===== config.mk =====
export PLATFORM = sky130hd
export DESIGN_NAME = i2c_wr_target
export DESIGN_NICKNAME = d
export VERILOG_FILES = /design/src/rtl/i2c_wr_pkg.sv /design/src/rtl/i2c_line_filter.sv /design/src/rtl/i2c_bus_events.sv /design/src/rtl/i2c_wr_engine.sv /design/src/rtl/i2c_wr_target.sv
export SDC_FILE = /design/constraint.sdc
export NUM_CORES = 1
export LEC_CHECK = 0
export BUFFER_PORTS_ARGS = -buffer_cell sky130_fd_sc_hd__buf_2
export CELL_PAD_IN_SITES_DETAIL_PLACEMENT = 2
export CELL_PAD_IN_SITES_GLOBAL_PLACEMENT = 2
export CORE_AREA = 2 2 59 83
export DETAILED_ROUTE_END_ITERATION = 10
export DIE_AREA = 0 0 61 85
export GPL_ROUTABILITY_DRIVEN = 0
export HOLD_SLACK_MARGIN = 0.15
export PLACE_DENSITY_LB_ADDON = 0.1
export SKIP_CTS_REPAIR_TIMING = 1
export SLEW_MARGIN = 25
export SYNTH_ARGS = -nofsm -noshare
export SYNTH_HDL_FRONTEND = slang
export SYNTH_SLANG_ARGS = --single-unit

===== constraint.sdc =====
create_clock -name clk -period 2.35 [get_ports clk]
set_clock_uncertainty 0.2 [all_clocks]
set_input_delay 0.235 -clock clk [delete_from_list [all_inputs] [get_ports clk]]
set_output_delay 0.235 -clock clk [all_outputs]
set_load 0.02 [all_outputs]

===== src/rtl/i2c_wr_pkg.sv =====
package i2c_wr_pkg;

    // Fixed upper six bits of the 7-bit target address
    localparam logic [5:0] ADDR_FIXED = 6'b110110;

    typedef enum logic [2:0] {
        ST_IDLE,
        ST_RX,
        ST_ACK_SETUP,
        ST_ACK_HOLD,
        ST_ACK_DONE,
        ST_IGNORE
    } tgt_state_e;

    typedef struct packed {
        logic scl_rise;
        logic scl_fall;
        logic start;
        logic stop;
        logic sda;
    } bus_ev_t;

    // Address byte that selects this target for a write
    function automatic logic [7:0] own_wr_byte(input logic strap);
        return {ADDR_FIXED, strap, 1'b0};
    endfunction

endpackage


===== src/rtl/i2c_line_filter.sv =====
module i2c_line_filter #(
    parameter int SYNC_STAGES = 2,
    parameter int FILT_LEN    = 4
) (
    input  logic clk,
    input  logic rst,
    input  logic line_i,
    output logic line_o
);
    localparam int CW = $clog2(FILT_LEN + 1);

    logic [SYNC_STAGES-1:0] sync_q;
    logic [CW-1:0]          cnt_q;
    logic                   filt_q;
    logic                   synced;

    assign synced = sync_q[SYNC_STAGES-1];

    always_ff @(posedge clk) begin
        if (rst) sync_q <= '1;
        else     sync_q <= {sync_q[SYNC_STAGES-2:0], line_i};
    end

    // The output follows the input only after FILT_LEN differing samples in a row
    always_ff @(posedge clk) begin
        if (rst) begin
            cnt_q  <= '0;
            filt_q <= 1'b1;
        end else if (synced == filt_q) begin
            cnt_q <= '0;
        end else if (cnt_q == CW'(FILT_LEN - 1)) begin
            filt_q <= synced;
            cnt_q  <= '0;
        end else begin
            cnt_q <= cnt_q + 1'b1;
        end
    end

    assign line_o = filt_q;
endmodule


===== src/rtl/i2c_bus_events.sv =====
module i2c_bus_events
    import i2c_wr_pkg::*;
(
    input  logic    clk,
    input  logic    rst,
    input  logic    scl_f,
    input  logic    sda_f,
    output bus_ev_t ev
);
    logic scl_q, sda_q;

    always_ff @(posedge clk) begin
        if (rst) begin
            scl_q <= 1'b1;
            sda_q <= 1'b1;
        end else begin
            scl_q <= scl_f;
            sda_q <= sda_f;
        end
    end

    always_comb begin
        ev.scl_rise = !scl_q && scl_f;
        ev.scl_fall = scl_q && !scl_f;
        ev.start    = scl_q && scl_f && sda_q && !sda_f;
        ev.stop     = scl_q && scl_f && !sda_q && sda_f;
        ev.sda      = sda_f;
    end
endmodule


===== src/rtl/i2c_wr_engine.sv =====
module i2c_wr_engine
    import i2c_wr_pkg::*;
(
    input  logic       clk,
    input  logic       rst,
    input  bus_ev_t    ev,
    input  logic       strap,
    output logic       sda_oe,
    output logic       byte_vld,
    output logic [7:0] byte_data
);
    tgt_state_e state_q;
    logic [2:0] bit_cnt_q;
    logic [7:0] shreg_q;
    logic       in_data_q;
    logic       addr_hit;

    assign addr_hit = (shreg_q == own_wr_byte(strap));

    always_ff @(posedge clk) begin
        if (rst) begin
            state_q   <= ST_IDLE;
            bit_cnt_q <= '0;
            shreg_q   <= '0;
            in_data_q <= 1'b0;
            sda_oe    <= 1'b0;
            byte_vld  <= 1'b0;
            byte_data <= '0;
        end else begin
            byte_vld <= 1'b0;
            if (ev.start) begin
                state_q   <= ST_RX;
                bit_cnt_q <= '0;
                in_data_q <= 1'b0;
                sda_oe    <= 1'b0;
            end else if (ev.stop) begin
                state_q <= ST_IDLE;
                sda_oe  <= 1'b0;
            end else begin
                case (state_q)
                    ST_RX: if (ev.scl_rise) begin
                        shreg_q   <= {shreg_q[6:0], ev.sda};
                        bit_cnt_q <= bit_cnt_q + 1'b1;
                        if (bit_cnt_q == 3'd7) state_q <= ST_ACK_SETUP;
                    end
                    ST_ACK_SETUP: if (ev.scl_fall) begin
                        if (in_data_q || addr_hit) begin
                            sda_oe  <= 1'b1;
                            state_q <= ST_ACK_HOLD;
                        end else begin
                            state_q <= ST_IGNORE;
                        end
                    end
                    ST_ACK_HOLD: if (ev.scl_rise) begin
                        if (in_data_q) begin
                            byte_vld  <= 1'b1;
                            byte_data <= shreg_q;
                        end
                        state_q <= ST_ACK_DONE;
                    end
                    ST_ACK_DONE: if (ev.scl_fall) begin
                        sda_oe    <= 1'b0;
                        in_data_q <= 1'b1;
                        state_q   <= ST_RX;
                    end
                    default: ;
                endcase
            end
        end
    end
endmodule


===== src/rtl/i2c_wr_target.sv =====
module i2c_wr_target
    import i2c_wr_pkg::*;
#(
    parameter int SYNC_STAGES = 2,
    parameter int FILT_LEN    = 4
) (
    input  logic       clk,
    input  logic       rst,
    input  logic       scl_i,
    input  logic       sda_i,
    input  logic       addr_strap,
    output logic       sda_oe,
    output logic       byte_vld,
    output logic [7:0] byte_data
);
    localparam int N_LINES = 2;

    logic [N_LINES-1:0] line_raw;
    logic [N_LINES-1:0] line_filt;
    bus_ev_t            bus_ev;

    assign line_raw = {scl_i, sda_i};

    for (genvar g = 0; g < N_LINES; g++) begin : g_line
        i2c_line_filter #(
            .SYNC_STAGES(SYNC_STAGES),
            .FILT_LEN   (FILT_LEN)
        ) u_filt (
            .clk   (clk),
            .rst   (rst),
            .line_i(line_raw[g]),
            .line_o(line_filt[g])
        );
    end

    i2c_bus_events u_events (
        .clk  (clk),
        .rst  (rst),
        .scl_f(line_filt[1]),
        .sda_f(line_filt[0]),
        .ev   (bus_ev)
    );

    i2c_wr_engine u_engine (
        .clk      (clk),
        .rst      (rst),
        .ev       (bus_ev),
        .strap    (addr_strap),
        .sda_oe   (sda_oe),
        .byte_vld (byte_vld),
        .byte_data(byte_data)
    );
endmodule


==> flow_metrics.env, run 1 <==
export IMPL_powerDensity_nw_per_um2=622
export IMPL_required_time_worst_endpoint_ns=2.31
export IMPL_final_cell_area_um2=1820
export IMPL_numClockSinks=39
export IMPL_yosys_most_used_dff="dfxtp_1"
export IMPL_drt_pre_antenna_iters=3
export IMPL_synthesis_area_um2=1600
export IMPL_globalRouteOverflowTotal=0
export IMPL_synth_ff_latch_count=39
export IMPL_detail_route_wl_per_cell_um=14.6
export IMPL_worst_slew_pin_slew_ns=0.523
export IMPL_first_global_vias=1292
export IMPL_layout_min_cycle_time_ns=1.82
export IMPL_outcome="complete, no violations"
export IMPL_clkTransAtPathRegs_ns=0.08
export IMPL_critPathSlowestCell="dfxtp_1"
export IMPL_critical_path_max_fanout=11
export IMPL_synthDominantCellAreaShare_pct=48.8
export IMPL_synthesis_nets=170
export IMPL_io_pins=15
export IMPL_root_buffer="clkbuf_8"
export IMPL_final_non_filler_cell_total=239
export IMPL_crit_path_end_kind="register"
export IMPL_hpwl_mm=2.55
export IMPL_clock_latency_at_the_later_pin_of_the_worst_skew_pair_ns=0.29
export IMPL_synth_seq_area_share_pct=48.7
export IMPL_initialDrtViolationCount=30
export IMPL_hold_class="in2reg"
export IMPL_timing_reg2reg_setup_slack_ns=0.53
export IMPL_dieHeight_um=85
export IMPL_setup_viol=0
export IMPL_synth_edf_count=0
export IMPL_fp_coreArea_um2=4460
export IMPL_route_antenna_remaining_nets=0
export IMPL_slew_headroom_pct=65.1
export IMPL_route_detailed_drc=0
export IMPL_worstSetupPathType="reg2reg"
export IMPL_peakVddDrop_mv=0.375
export IMPL_crit_reg2reg_launch="g_line[1].u_filt.line_o$_SDFFE_PP1P_"
export IMPL_finalSetupTns_ns=0
export IMPL_dieWidth_um=61
export IMPL_vias_per_cell=4.83
export IMPL_number_of_hold_slack_violations_in_the_final_timing_report=0
export IMPL_vias_after_detailed_routing=1154
export IMPL_finish_net_count=187
export IMPL_insertedDiodeCount=0
export IMPL_grt_antenna_before_repair=0
export IMPL_synthToLayoutAreaGrowth_pct=13.6
export IMPL_grt_start_max_net_pins=32
export IMPL_cp_data_arrival_time_ns=1.78
export IMPL_rsz0062_at_grt="no"
export IMPL_synthesis_area_per_instance_um2=10.1
export IMPL_crit_path_start_kind="register"
export IMPL_finalMaxSlewViolations=0
export IMPL_synthCells=159
export IMPL_cts_made_buffers=5
export IMPL_worstHoldEndpoint="u_engine.shreg_q[5]$_SDFFE_PP0P_"
export IMPL_start_util_pct=35.9
export IMPL_synthArstFlopShare_pct=0
export IMPL_max_clock_freq_mhz=549
export IMPL_grt_pass1_wl_mm=6.11
export IMPL_detail_route_wirelength_mm=3.49
export IMPL_p_leak_nw=0.691
export IMPL_hold_slack_ns=0.203
export IMPL_cp_slowest_stage_delay_ns=0.50
export IMPL_yosys_cell_types_count=39
export IMPL_ff2ff_path_depth=5
export IMPL_design_power_total_mw=1.13
export IMPL_min_path_cells=2
export IMPL_postPlaceCellArea_um2=1720
export IMPL_clockBufferDepth=2
export IMPL_grt_total_usage_pct=15.7
export IMPL_finalCritPeriodShare_pct=77.6
export IMPL_maxCapViolCount=0
export IMPL_placementRows=29
export IMPL_post_place_cells=229
export IMPL_cts_tree="built"
export IMPL_timing_rr_end="u_engine.byte_data[2]$_SDFFE_PP0P_"
export IMPL_yosys_warnings=0
export IMPL_drive_above_1_share_pct=18.1
export IMPL_fp_dieArea_um2=5190
export IMPL_portBuffers=14
export IMPL_worst_hold_path_startpoint="rst"
export IMPL_yosys_area_top_type="dfxtp_1"
export IMPL_synth_area_top_cells="dfxtp_1 (49%), mux2i_1 (11%), nor2_1 (6.8%), ha_1 (4.7%), or2_2 (2.7%)"
export IMPL_cts_htree_levels=2
export IMPL_timing_critical_path_cells="and4bb_2, and3_1, buf_4, mux2i_1, nor2_1"
-- cell usage after synthesis, drive strengths merged, types with 2 or more instances --
cell,number
dfxtp,39
or3,2
clkbuf,4
nor2,29
o21ai,3
o21bai,2
nor3b,2
nand2b,2
buf,4
xnor2,4
nor2b,4
a211o,2
or2,7
nor3,2
a21oi,3
inv,6
ha,6
a221oi,2
nand2,2
mux2i,18
nand3,2
-- logic make-up (layout without fill, tap and decap cells) --
group / after synthesis / after routing / share of synthesized area [%]
xor+xnor: 5 / 5 / 2.73
flops: 39 / 39 / 48.8
fa+ha+maj: 6 / 6 / 4.69
buf+inv: 14 / 32 / 4.30
compound gates: 18 / 18 / 9.22
simple gates: 59 / 59 / 19.1
mux: 18 / 18 / 11.2
-- area by class of cell --
type	count	area, um^2
clock buffers	7	76.3
clock inverters	1	5.00
fillers	513	2640
inverters	6	22.5
multi-input cells	106	752
flip-flops and latches	39	781
well taps	62	77.6
repair buffers	18	105
-- where the power goes --
group	total (mW)	internal [mW]	switching [mW]
combinational	0.0241	0.00994	0.0142
sequential	0.667	0.665	0.00206
clock	0.441	0.209	0.232
-- stage by stage --
| step | setup slack [ns] | util [%] |
|---|---|---|
| after CTS | 0.495 | 40.3 |
| after detailed placement | 0.513 | 38.5 |
| after global placement | 0.601 | 38.5 |
| after global routing | 0.414 | 40.8 |
| final | 0.527 | 40.8 |
| after floorplan | 0.708 | - |
-- worst max-delay path by stage --
stage | endpoint | start | slack [ns]
floorplan | u_engine.sda_oe$_SDFFE_PP0P_ | u_events.scl_q$_SDFF_PP1_ | 0.71
global placement | u_engine.byte_data[5]$_SDFFE_PP0P_ | g_line[1].u_filt.line_o$_SDFFE_PP1P_ | 0.60
detailed placement | u_engine.byte_data[2]$_SDFFE_PP0P_ | g_line[1].u_filt.line_o$_SDFFE_PP1P_ | 0.51
CTS | u_engine.byte_data[2]$_SDFFE_PP0P_ | g_line[1].u_filt.line_o$_SDFFE_PP1P_ | 0.50
global route | u_engine.byte_data[2]$_SDFFE_PP0P_ | g_line[1].u_filt.line_o$_SDFFE_PP1P_ | 0.41
finish | u_engine.byte_data[2]$_SDFFE_PP0P_ | g_line[1].u_filt.line_o$_SDFFE_PP1P_ | 0.53
-- placed cells by master, fill, tap and decap left out, types with 2 or more instances in the layout --
cell and n:
o21bai_1 2, nor3b_1 2, buf_4 2, mux2i_1 18, ha_1 6, nor2b_1 4
nand2_1 2, or3_1 2, xnor2_1 4, nor3_1 2, buf_2 14, nor2_1 29
clkbuf_8 5, a21oi_1 2, nand3_1 2, dlygate4sd3_1 2, or2_2 7, dfxtp_1 39
o21ai_0 3, inv_1 6, nand2b_1 2, a211o_1 2, clkbuf_1 2
-- flip-flops by register name (all words and copies together) (netlist names), 2 cells and up --
register,cells
u_engine.state_q,3
u_engine.bit_cnt_q,3
g_line.u_filt.line_o,2
g_line.u_filt.sync_q,4
u_engine.byte_data,8
g_line.u_filt.cnt_q,6
u_engine.shreg_q,8
-- worst max-delay path: cells and delay by family (launching register included) --
kind          cells  cell delay [ns]
simple gates      3             0.55
flops             1             0.50
mux               1             0.24
buf+inv           1             0.20
-- routing by layer --
| metal | GRT usage [%] | wire length, um | vias to the layer above |
|---|---|---|---|
| met3 | 3.35 | 74 | 6 |
| met2 | 26.8 | 1900 | 15 |
| li1 | - | - | 571 |
| met4 | 6.52 | 62 | 0 |
| met5 | 0 | 0 | - |
| met1 | 18.3 | 1450 | 562 |
Note: power is estimated with default switching activity, not from simulation.
==> inputs of run 2 (changes only) <==
--- a/config.mk
+++ b/config.mk
@@ -5,12 +5,13 @@
 export SDC_FILE = /design/constraint.sdc
 export NUM_CORES = 1
 export LEC_CHECK = 0
+export ABC_AREA = 1
 export BUFFER_PORTS_ARGS = -buffer_cell sky130_fd_sc_hd__buf_2
 export CELL_PAD_IN_SITES_DETAIL_PLACEMENT = 2
 export CELL_PAD_IN_SITES_GLOBAL_PLACEMENT = 2
-export CORE_AREA = 2 2 59 83
+export CORE_AREA = 2 2 65 92
 export DETAILED_ROUTE_END_ITERATION = 10
-export DIE_AREA = 0 0 61 85
+export DIE_AREA = 0 0 67 94
 export GPL_ROUTABILITY_DRIVEN = 0
 export HOLD_SLACK_MARGIN = 0.15
 export PLACE_DENSITY_LB_ADDON = 0.1
==> constraint.sdc (replaced) <==
create_clock -name clk -period 1.5 [get_ports clk]
set_clock_uncertainty 0.2 [all_clocks]
set_input_delay 0.15 -clock clk [delete_from_list [all_inputs] [get_ports clk]]
set_output_delay 0.15 -clock clk [all_outputs]
set_load 0.02 [all_outputs]
==> run 2 against run 1 <==
Effect of this change: final cell count rose by 27%; register-to-register slack got worse by 0.53 ns; clock power rose by 110%; fmax rose by 21%; clock-buffer cell count fell by 1; critical endpoint is now u_engine.state_q[2]$_SDFFE_PP0P_; the run now ends with setup timing left; global-route usage fell by 0.64 points; via count rose by 23%; non-clock buffer count rose by 10.
==> flow_metrics.env, run 2 <==
export IMPL_outcome="finished, violations left"
export IMPL_violations_in_the_final_reports="setup timing"
export IMPL_initialDrtViolationCount=7
export IMPL_grt_start_max_net_pins=19
export IMPL_start_util_pct=29.2
export IMPL_setup_viol=1
export IMPL_io_pins=15
export IMPL_synthArstFlopShare_pct=0
export IMPL_synth_area_top_cells="dfxtp_1 (49%), nor2_1 (8.5%), nand2_1 (7.8%), a21oi_1 (6.3%), o21ai_0 (5.7%)"
export IMPL_hpwl_mm=3.27
export IMPL_worstHoldEndpoint="g_line[1].u_filt.sync_q[1]$_SDFF_PP1_"
export IMPL_postPlaceCellArea_um2=1770
export IMPL_grt_pass1_wl_mm=7.09
export IMPL_largest_registers="u_engine.byte_data x8, u_engine.shreg_q x8, g_line.u_filt.cnt_q x6"
export IMPL_timing_critical_path_cells="ha_1, ha_2, nand2_1, nand2_2, nand3_2, nand2_1, a21oi_2"
export IMPL_vias_per_cell=4.69
export IMPL_synthDominantCellAreaShare_pct=49.1
export IMPL_timing_reg2reg_setup_slack_ns=-0.001
export IMPL_grt_antenna_before_repair=0
export IMPL_first_global_vias=1519
export IMPL_ys_top_cells_by_count="dfxtp_1 (39), nor2_1 (36), nand2_1 (33), inv_1 (24), a21oi_1 (20)"
export IMPL_design_power_total_mw=2.01
export IMPL_yosys_most_used_dff="dfxtp_1"
export IMPL_mostFrequentLayoutCell="nor2_1"
export IMPL_cp_slowest_stage_delay_ns=0.34
export IMPL_critical_path_top_cell_by_count="nand2_1"
export IMPL_synth_edf_count=0
export IMPL_fp_dieArea_um2=6300
export IMPL_worst_hold_path_startpoint="g_line[1].u_filt.sync_q[0]$_SDFF_PP1_"
export IMPL_global_route_usage_met3_pct=2.88
export IMPL_synth_seq_area_share_pct=49.1
export IMPL_final_cell_area_um2=2060
export IMPL_number_of_hold_slack_violations_in_the_final_timing_report=0
export IMPL_ff2ff_path_depth=7
export IMPL_yosys_area_top_type="dfxtp_1"
export IMPL_fill_cell_total_of_the_finished_layout=642
export IMPL_synthToLayoutAreaGrowth_pct=29.7
export IMPL_crit_path_end_kind="register"
export IMPL_cp_data_arrival_time_ns=1.51
export IMPL_numClockSinks=39
export IMPL_route_detailed_drc=0
export IMPL_maxCapViolCount=0
export IMPL_cts_tree="built"
export IMPL_drive_above_1_share_pct=32.3
export IMPL_peakVddDrop_mv=0.377
export IMPL_global_route_usage_met2_pct=29.5
export IMPL_placementRows=32
export IMPL_crit_path_start_kind="register"
export IMPL_worst_slew_pin_slew_ns=0.299
export IMPL_globalRouteMet1Util_pct=15.1
export IMPL_slew_headroom_pct=80.0
export IMPL_critical_path_max_fanout=3
export IMPL_clock_latency_at_the_later_pin_of_the_worst_skew_pair_ns=0.29
export IMPL_hold_class="reg2reg"
export IMPL_finalMaxSlewViolations=0
export IMPL_worstSetupPathType="reg2reg"
export IMPL_cts_htree_levels=2
export IMPL_detail_route_wirelength_mm=4.38
export IMPL_rsz0062_at_grt="yes"
export IMPL_synthesis_nets=215
export IMPL_grt_total_usage_pct=15.0
export IMPL_dieHeight_um=94
export IMPL_synthesis_area_per_instance_um2=7.80
export IMPL_root_buffer="clkbuf_8"
export IMPL_finalCritPeriodShare_pct=100
export IMPL_place_worst_setup_slack_ns=-0.0732
export IMPL_yosys_cell_types_count=23
export IMPL_cts_made_buffers=5
export IMPL_route_antenna_remaining_nets=0
export IMPL_final_setup_worst_slack_ns=-0.00123
export IMPL_drt_pre_antenna_iters=3
export IMPL_globalRouteOverflowTotal=0
export IMPL_crit_reg2reg_launch="u_engine.bit_cnt_q[0]$_SDFFE_PP0P_"
export IMPL_critPathSlowestCell="dfxtp_2"
export IMPL_required_time_worst_endpoint_ns=1.51
export IMPL_synth_ff_latch_count=39
export IMPL_dieWidth_um=67
export IMPL_finalSetupTns_ns=-0.00123
export IMPL_vias_after_detailed_routing=1421
export IMPL_yosys_warnings=0
export IMPL_powerDensity_nw_per_um2=974
export IMPL_layout_min_cycle_time_ns=1.50
export IMPL_p_leak_nw=0.927
export IMPL_grt_busiest_layer="met2"
export IMPL_finish_net_count=245
export IMPL_most_repeated_cell_in_the_gate_level_netlist_after_synthesis="dfxtp_1"
export IMPL_final_cell_mix="nor2_1 (35), dfxtp_1 (34), nand2_1 (24)"
export IMPL_max_clock_freq_mhz=666
export IMPL_detail_route_wl_per_cell_um=14.5
export IMPL_clockBufferDepth=2
export IMPL_min_path_cells=1
export IMPL_portBuffers=14
export IMPL_insertedDiodeCount=0
export IMPL_fp_coreArea_um2=5450
export IMPL_synthCells=204
export IMPL_timing_rr_end="u_engine.state_q[2]$_SDFFE_PP0P_"
export IMPL_layout_area_seq_um2=792
export IMPL_synthesis_area_um2=1590
export IMPL_clkTransAtPathRegs_ns=0.07
export IMPL_multi_input_area_um2=768
==> run 2: stage by stage <==
step / cells / hold WS (ns) / utilization [%]
finish: 303 / 0.216 / 37.9
global route: 303 / 0.229 / 37.9
CTS: 297 / -0.169 / 34.7
detailed placement: 289 / 0.138 / 32.5
global placement: 289 / 0.134 / 32.5
floorplan: 204 / 0.0538 / -
==> run 2: worst max-delay path by stage <==
stage / slack (ns) / end / from / cells after the start
2_1_floorplan: 0.12 / u_engine.shreg_q[1]$_SDFFE_PP0P_ / u_engine.state_q[0]$_SDFFE_PP0P_ / 7
3_3_place_gp: 0.003 / u_engine.state_q[0]$_SDFFE_PP0P_ / u_engine.state_q[1]$_SDFFE_PP0P_ / 8
3_5_place_dp: -0.07 / u_engine.state_q[0]$_SDFFE_PP0P_ / u_engine.state_q[1]$_SDFFE_PP0P_ / 8
4_1_cts: -0.09 / u_engine.state_q[0]$_SDFFE_PP0P_ / u_engine.state_q[1]$_SDFFE_PP0P_ / 8
5_1_grt: -0.08 / u_engine.byte_data[1]$_SDFFE_PP0P_ / u_engine.state_q[1]$_SDFFE_PP0P_ / 7
6_report: -0.001 / u_engine.state_q[2]$_SDFFE_PP0P_ / u_engine.bit_cnt_q[0]$_SDFFE_PP0P_ / 7
==> run 2: area by class of cell <==
class	count	area share [%]
clock buffer	6	4.00
timing repair buffer	28	9.70
multi-input combinational	135	37.2
clock inverter	2	1.88
tap	68	4.12
inverter	25	4.67
sequential	39	38.4
==> run 2: cells by family after synthesis <==
| group | synth area share [%] |
|---|---|
| AO/OA/AOI/OAI | 13.4 |
| flip-flops | 49.1 |
| buffers and inverters | 8.10 |
| adder cells (fa/ha/maj) | 4.72 |
| AND/OR/NAND/NOR | 24.7 |
==> run 2: power by group <==
part | internal, mW | switching (mW)
clock network | 0.547 | 0.373
logic | 0.0222 | 0.0265
registers | 1.04 | 0.00310
total | 1.61 | 0.402
==> run 2: metal layers <==
layer,wire [um],vias up
met2,2600,12
met1,1630,695
met5,0,-
li1,-,708
met4,66,0
met3,81,6
==> run 2: worst max-delay path: cells and delay by family (launching register included) <==
| family | cells | cell delay [ns] |
|---|---|---|
| simple gates | 4 | 0.34 |
| fa+ha+maj | 2 | 0.39 |
| compound gates | 1 | 0.15 |
| flops | 1 | 0.34 |
